File: config.mk
export PLATFORM = sky130hd
export DESIGN_NAME = ata_pio_timer
export DESIGN_NICKNAME = d
export VERILOG_FILES = /design/src/rtl/ata_pio_timer.sv
export SDC_FILE = /design/constraint.sdc
export NUM_CORES = 1
export LEC_CHECK = 0
export ABC_AREA = 0
export CELL_PAD_IN_SITES_DETAIL_PLACEMENT = 1
export CELL_PAD_IN_SITES_GLOBAL_PLACEMENT = 2
export CORE_MARGIN = 2
export CORE_UTILIZATION = 35
export DETAILED_ROUTE_END_ITERATION = 7
export HOLD_SLACK_MARGIN = 0.1
export MAX_ROUTING_LAYER = met4
export PLACE_DENSITY = 0.78
export SYNTH_ARGS = -nofsm -noshare
export SYNTH_HDL_FRONTEND = slang
export SYNTH_SLANG_ARGS = --single-unit
File: constraint.sdc
create_clock -name clk -period 1.9 [get_ports clk]
set_input_delay 0.38 -clock clk [delete_from_list [all_inputs] [get_ports clk]]
set_output_delay 0.38 -clock clk [all_outputs]
set_load 0.05 [all_outputs]
File: src/rtl/ata_pio_timer.sv
module ata_pio_timer (
  input  logic       clk,
  input  logic       rst_n,
  input  logic       cfg_we,
  input  logic [3:0] cfg_addr,
  input  logic [7:0] cfg_wdata,
  output logic [7:0] cfg_rdata,
  input  logic       req,
  input  logic       req_ch,
  input  logic       req_drv,
  input  logic       req_wr,
  output logic       ack,
  output logic [1:0] rd_stb,
  output logic [1:0] wr_stb,
  output logic [1:0] busy,
  output logic [1:0] done
);

  typedef enum logic [1:0] {PH_IDLE, PH_SETUP, PH_ACT, PH_REC} phase_t;

  logic [7:0] regs [0:7];
  logic [2:0] idx;
  logic       idx_setup;

  assign idx       = cfg_addr[2:0];
  assign idx_setup = (idx == 3'd0) || (idx == 3'd2) || (idx == 3'd4);
  assign cfg_rdata = regs[idx];
  assign ack       = req && !busy[req_ch];

  always_ff @(posedge clk) begin
    if (!rst_n) begin
      regs[0] <= 8'h40; regs[1] <= 8'h3f;
      regs[2] <= 8'h40; regs[3] <= 8'h3f;
      regs[4] <= 8'h40; regs[5] <= 8'h3f;
      regs[6] <= 8'h3f; regs[7] <= 8'h00;
    end else if (cfg_we && idx != 3'd7) begin
      if (cfg_addr[3]) begin
        if (idx_setup) regs[idx][7:6] <= cfg_wdata[7:6];
      end else begin
        regs[idx] <= cfg_wdata;
      end
    end
  end

  for (genvar c = 0; c < 2; c++) begin : g_ch
    phase_t     phase;
    logic [3:0] cnt, act_q, rec_q;
    logic       wr_q;
    logic [7:0] su_byte, tm_byte;
    logic [3:0] su_m1, act_m1, rec_m1;
    logic       take;

    if (c == 0) begin : g_pri
      assign su_byte = req_drv ? regs[2] : regs[0];
      assign tm_byte = req_drv ? regs[3] : regs[1];
    end else begin : g_sec
      assign su_byte = regs[4];
      assign tm_byte = req_drv ? regs[6] : regs[5];
    end

    always_comb begin
      case (su_byte[7:6])
        2'b01:   su_m1 = 4'd1;
        2'b10:   su_m1 = 4'd2;
        2'b00:   su_m1 = 4'd3;
        default: su_m1 = 4'd4;
      endcase
    end

    assign act_m1 = tm_byte[7:4] - 4'd1;
    assign rec_m1 = (tm_byte[3:0] == 4'd0) ? 4'd15 : tm_byte[3:0];
    assign take   = ack && (req_ch == 1'(c));

    always_ff @(posedge clk) begin
      if (!rst_n) begin
        phase <= PH_IDLE;
        cnt   <= '0;
        act_q <= '0;
        rec_q <= '0;
        wr_q  <= 1'b0;
      end else begin
        case (phase)
          PH_IDLE: if (take) begin
            phase <= PH_SETUP;
            cnt   <= su_m1;
            act_q <= act_m1;
            rec_q <= rec_m1;
            wr_q  <= req_wr;
          end
          PH_SETUP: if (cnt == 4'd0) begin
            phase <= PH_ACT;
            cnt   <= act_q;
          end else cnt <= cnt - 4'd1;
          PH_ACT: if (cnt == 4'd0) begin
            phase <= PH_REC;
            cnt   <= rec_q;
          end else cnt <= cnt - 4'd1;
          default: if (cnt == 4'd0) phase <= PH_IDLE;
                   else cnt <= cnt - 4'd1;
        endcase
      end
    end

    assign busy[c]   = (phase != PH_IDLE);
    assign done[c]   = (phase == PH_REC) && (cnt == 4'd0);
    assign rd_stb[c] = (phase == PH_ACT) && !wr_q;
    assign wr_stb[c] = (phase == PH_ACT) && wr_q;
  end

endmodule


==> qor.csv <==
stage;metric;value;unit
die;core;14400;um^2
synthesis;synth_xor_area_frac;0.00687;
synthesis;netlist_area;5100;um^2
synthesis;ys.warnings.count;0;
cts;hold_buffers;0;
die;rows;44;
global_routing;grt_max_degree;33;
die;die_w;125;um
place;port_buffers;35;
synthesis;ys.flop_type;edfxtp_1;
power_and_ir_drop;leakage;2.73;nW
synthesis;muxShareOfSynthArea;0.0931;
cts;cts-root-buf;clkbuf_16;
timing;worst_hold_slack;0.459;ns
synthesis;synthAdderAreaFrac;0.0344;
worst_hold_path;min_path_cells;2;
worst_setup_path;critPathKind;reg -> out;
timing;fin_crit;2.11;ns
detailed_routing;drtIter0Drc;175;
global_routing;grtUsageTotal;0.202;
global_routing;grt_overflow;0;
cells_and_area;nets;635;
worst_setup_path;critPathLaunchType;flip-flop;
worst_setup_path;cp_data_arrival_time;1.73;ns
worst_setup_path;crit_required;1.52;ns
timing;clock_skew;0.00935;ns
cts;cts-buffers-inserted;9;
worst_setup_path;crit_family;multiplexers;
timing;slew_viol_final;0;
worst_setup_path;cp_num_buf_inv;1;
flow_run;maxCapViolCount;0;
die;ios;36;
global_routing;grt_pass1_wl;23500;um
cells_and_area;fin_area;6950;um^2
timing;finalSetupTns;-1.06;ns
place;dpl_cell_area;6190;um^2
timing;fin_crit_sh;1.11;
synthesis;async_reset_ff_frac;0;
timing;rsz0062_at_grt;yes;
cts;clock_sinks;94;
cts;clkLatencyLatePin;0.35;ns
worst_setup_path;worstPathCellList;mux4_2, mux2_4, buf_6;
die;die_area;15500;um^2
power_and_ir_drop;p_per_area;1160;nW/um^2
synthesis;synth-edff-count;64;
timing;setup_viol;8;
cts;htree_levels;3;
cells_and_area;layout_commonest_cell;buf_4;
run_status;status;finished, violations left;
cts;clk_path_buf_depth;2;
synthesis;synth_cell_type_count;53;
synthesis;seq_area_frac_synth;0.495;
detailed_routing;post_drt_wl_per_cell;19.2;um
detailed_routing;vias;4161;
worst_hold_path;min_path_type;reg -> reg;
detailed_routing;drc;0;
run_status;violations;negative setup slack;
place;place_ws;-0.624;ns
worst_setup_path;max_stage_delay;0.49;ns
worst_setup_path;cp-end-kind;output port;
die;die_y;125;um
cts;clk_pin_slew_worst_paths;0.07;ns
cells_and_area;drive_gt1_frac;0.318;
global_routing;antenna_found_initial;0;
die;start_util;0.355;
detailed_routing;wirelength;15200;um
place;gp_congestion;0.831;
place;dp_cells;753;
synthesis;syn_inst;487;
cells_and_area;antennaDiodeCount;0;
synthesis;synth_top_family_by_area;simple AND/OR/NAND/NOR gates;
synthesis;syn-mean-instance-area;10.5;um^2
synthesis;synth_seq_cells;94;
worst_setup_path;cp_slowest_cell;mux4_2;
worst_setup_path;cp.depth;3;
detailed_routing;dr.pass1.iters;4;
place;dp_hpwl;11000;um
detailed_routing;viasPerCell;5.26;
worst_setup_path;rr_worst_depth;9;
cts;tritoncts;built;
cells_and_area;synthToLayoutAreaGrowth;36.4;%
detailed_routing;ant_nets;0;
global_routing;grt_pass1_vias;4339;
timing;hold_viol;0;
cells_and_area;fin_cells;791;
power_and_ir_drop;ir_worst_vdd;0.000751;V
timing;worst_slack;-0.209;ns
cells_and_area;mostFrequentLayoutCells;buf_4 (75), edfxtp_1 (64), nor2_1 (34), mux2i_1 (33), o21ai_0 (30);
synthesis;synth_simple_gate_area_frac;0.197;
synthesis;synth_compound_area_frac;0.130;
worst_setup_path;crit_fanout;2;
timing;fmax;474;MHz
==> layout make-up <==
type                       count  area [um^2]
clock buffer                  12          267
clock inverter                 4         67.6
fill                        1588         7420
inverter                      18         67.6
multi-input combinational    355         2550
sequential                    94         2530
tap                          184          230
timing repair buffer         124         1230
==> Yosys cell counts, types with 2 or more instances <==
library cell / count / area share
o221ai_1: 2 / 0.0034
mux4_2: 4 / 0.018
o211ai_1: 3 / 0.0044
buf_2: 10 / 0.0098
a221o_1: 4 / 0.0079
o32a_1: 3 / 0.0059
nor3_1: 13 / 0.013
nand3_1: 14 / 0.014
nand3b_1: 2 / 0.0029
o21ai_0: 36 / 0.035
a22oi_1: 4 / 0.0059
nor2_1: 35 / 0.026
buf_6: 2 / 0.0044
a21oi_1: 22 / 0.022
or2_2: 9 / 0.011
a32oi_1: 2 / 0.0034
edfxtp_1: 64 / 0.38
dfxtp_1: 30 / 0.12
nor3b_2: 3 / 0.0074
nand2b_1: 21 / 0.026
and2_1: 28 / 0.034
xnor2_1: 2 / 0.0034
a211oi_1: 2 / 0.0029
or3b_1: 2 / 0.0034
mux2i_1: 35 / 0.069
a22oi_2: 2 / 0.0049
inv_1: 16 / 0.012
or3_1: 7 / 0.0086
xor2_1: 2 / 0.0034
ha_1: 14 / 0.034
a21oi_2: 2 / 0.0034
nand2_1: 33 / 0.024
nor3b_1: 3 / 0.0044
nor2b_1: 9 / 0.011
a31oi_1: 5 / 0.0061
buf_4: 5 / 0.0074
o21ai_1: 3 / 0.0029
and3_1: 3 / 0.0037
clkbuf_1: 9 / 0.0066
mux2_2: 3 / 0.0066
inv_2: 2 / 0.0015
a22o_1: 6 / 0.010
==> registers in the layout, summed over array words and instances, names as in the netlist <==
register and flops:
g_ch.wr_q 2, g_ch.cnt 8, g_ch.phase 4, g_ch.act_q 8, g_ch.rec_q 8, regs 64
==> routing by layer <==
metal	track usage	wire [um]	up-vias
met3	0.0421	489	18
met2	0.356	7910	67
met1	0.235	6450	2094
li1	-	-	1982
met4	0.0529	295	0
met5	-	0	-
==> final timing paths <==
path                           end             start  slack (ns)
setup / recovery      cfg_rdata[2]        regs[3][2]       -0.21
hold / removal    g_ch[1].act_q[3]  g_ch[1].act_q[3]        0.46
setup reg to reg    g_ch[0].cnt[0]    g_ch[0].cnt[0]        0.16
hold reg to reg   g_ch[1].act_q[3]  g_ch[1].act_q[3]        0.46
==> metrics by stage <==
| step | utilization | total power, mW |
|---|---|---|
| final | 0.484 | 8.03 |
| after detailed placement | 0.431 | 5.61 |
| after global routing | 0.484 | 8.46 |
| after global placement | 0.431 | 5.52 |
| after floorplan | - | 4.52 |
| after CTS | 0.471 | 7.89 |
==> worst reg2reg max path, stage by stage (launching register included) <==
cell     delay [ns]
dfxtp_2        0.38
inv_2          0.07
ha_4           0.17
nor3b_4        0.15
buf_4          0.15
a22oi_2        0.28
buf_4          0.19
nor2_1         0.04
a21oi_1        0.12
a21oi_1        0.08
==> what timing repair did <==
action / in CTS / in global routing
buffers inserted: 13 / 10
cloned: 1 / 0
resized for setup: 62 / 38
endpoints found under the setup margin: 38 / 34
pin swaps: 8 / 10
==> where the power goes <==
part	internal (mW)	switching, mW
Combinational	1.58	1.75
Clock	1.25	0.771
Sequential	2.45	0.230
==> kinds of logic after synthesis <==
kind of cell / Yosys count
compound gates: 101
xor+xnor: 4
fa+ha+maj: 14
buf+inv: 45
flops: 94
mux: 42
other cells: 1
simple gates: 186
(Power assumes the default switching activity.)
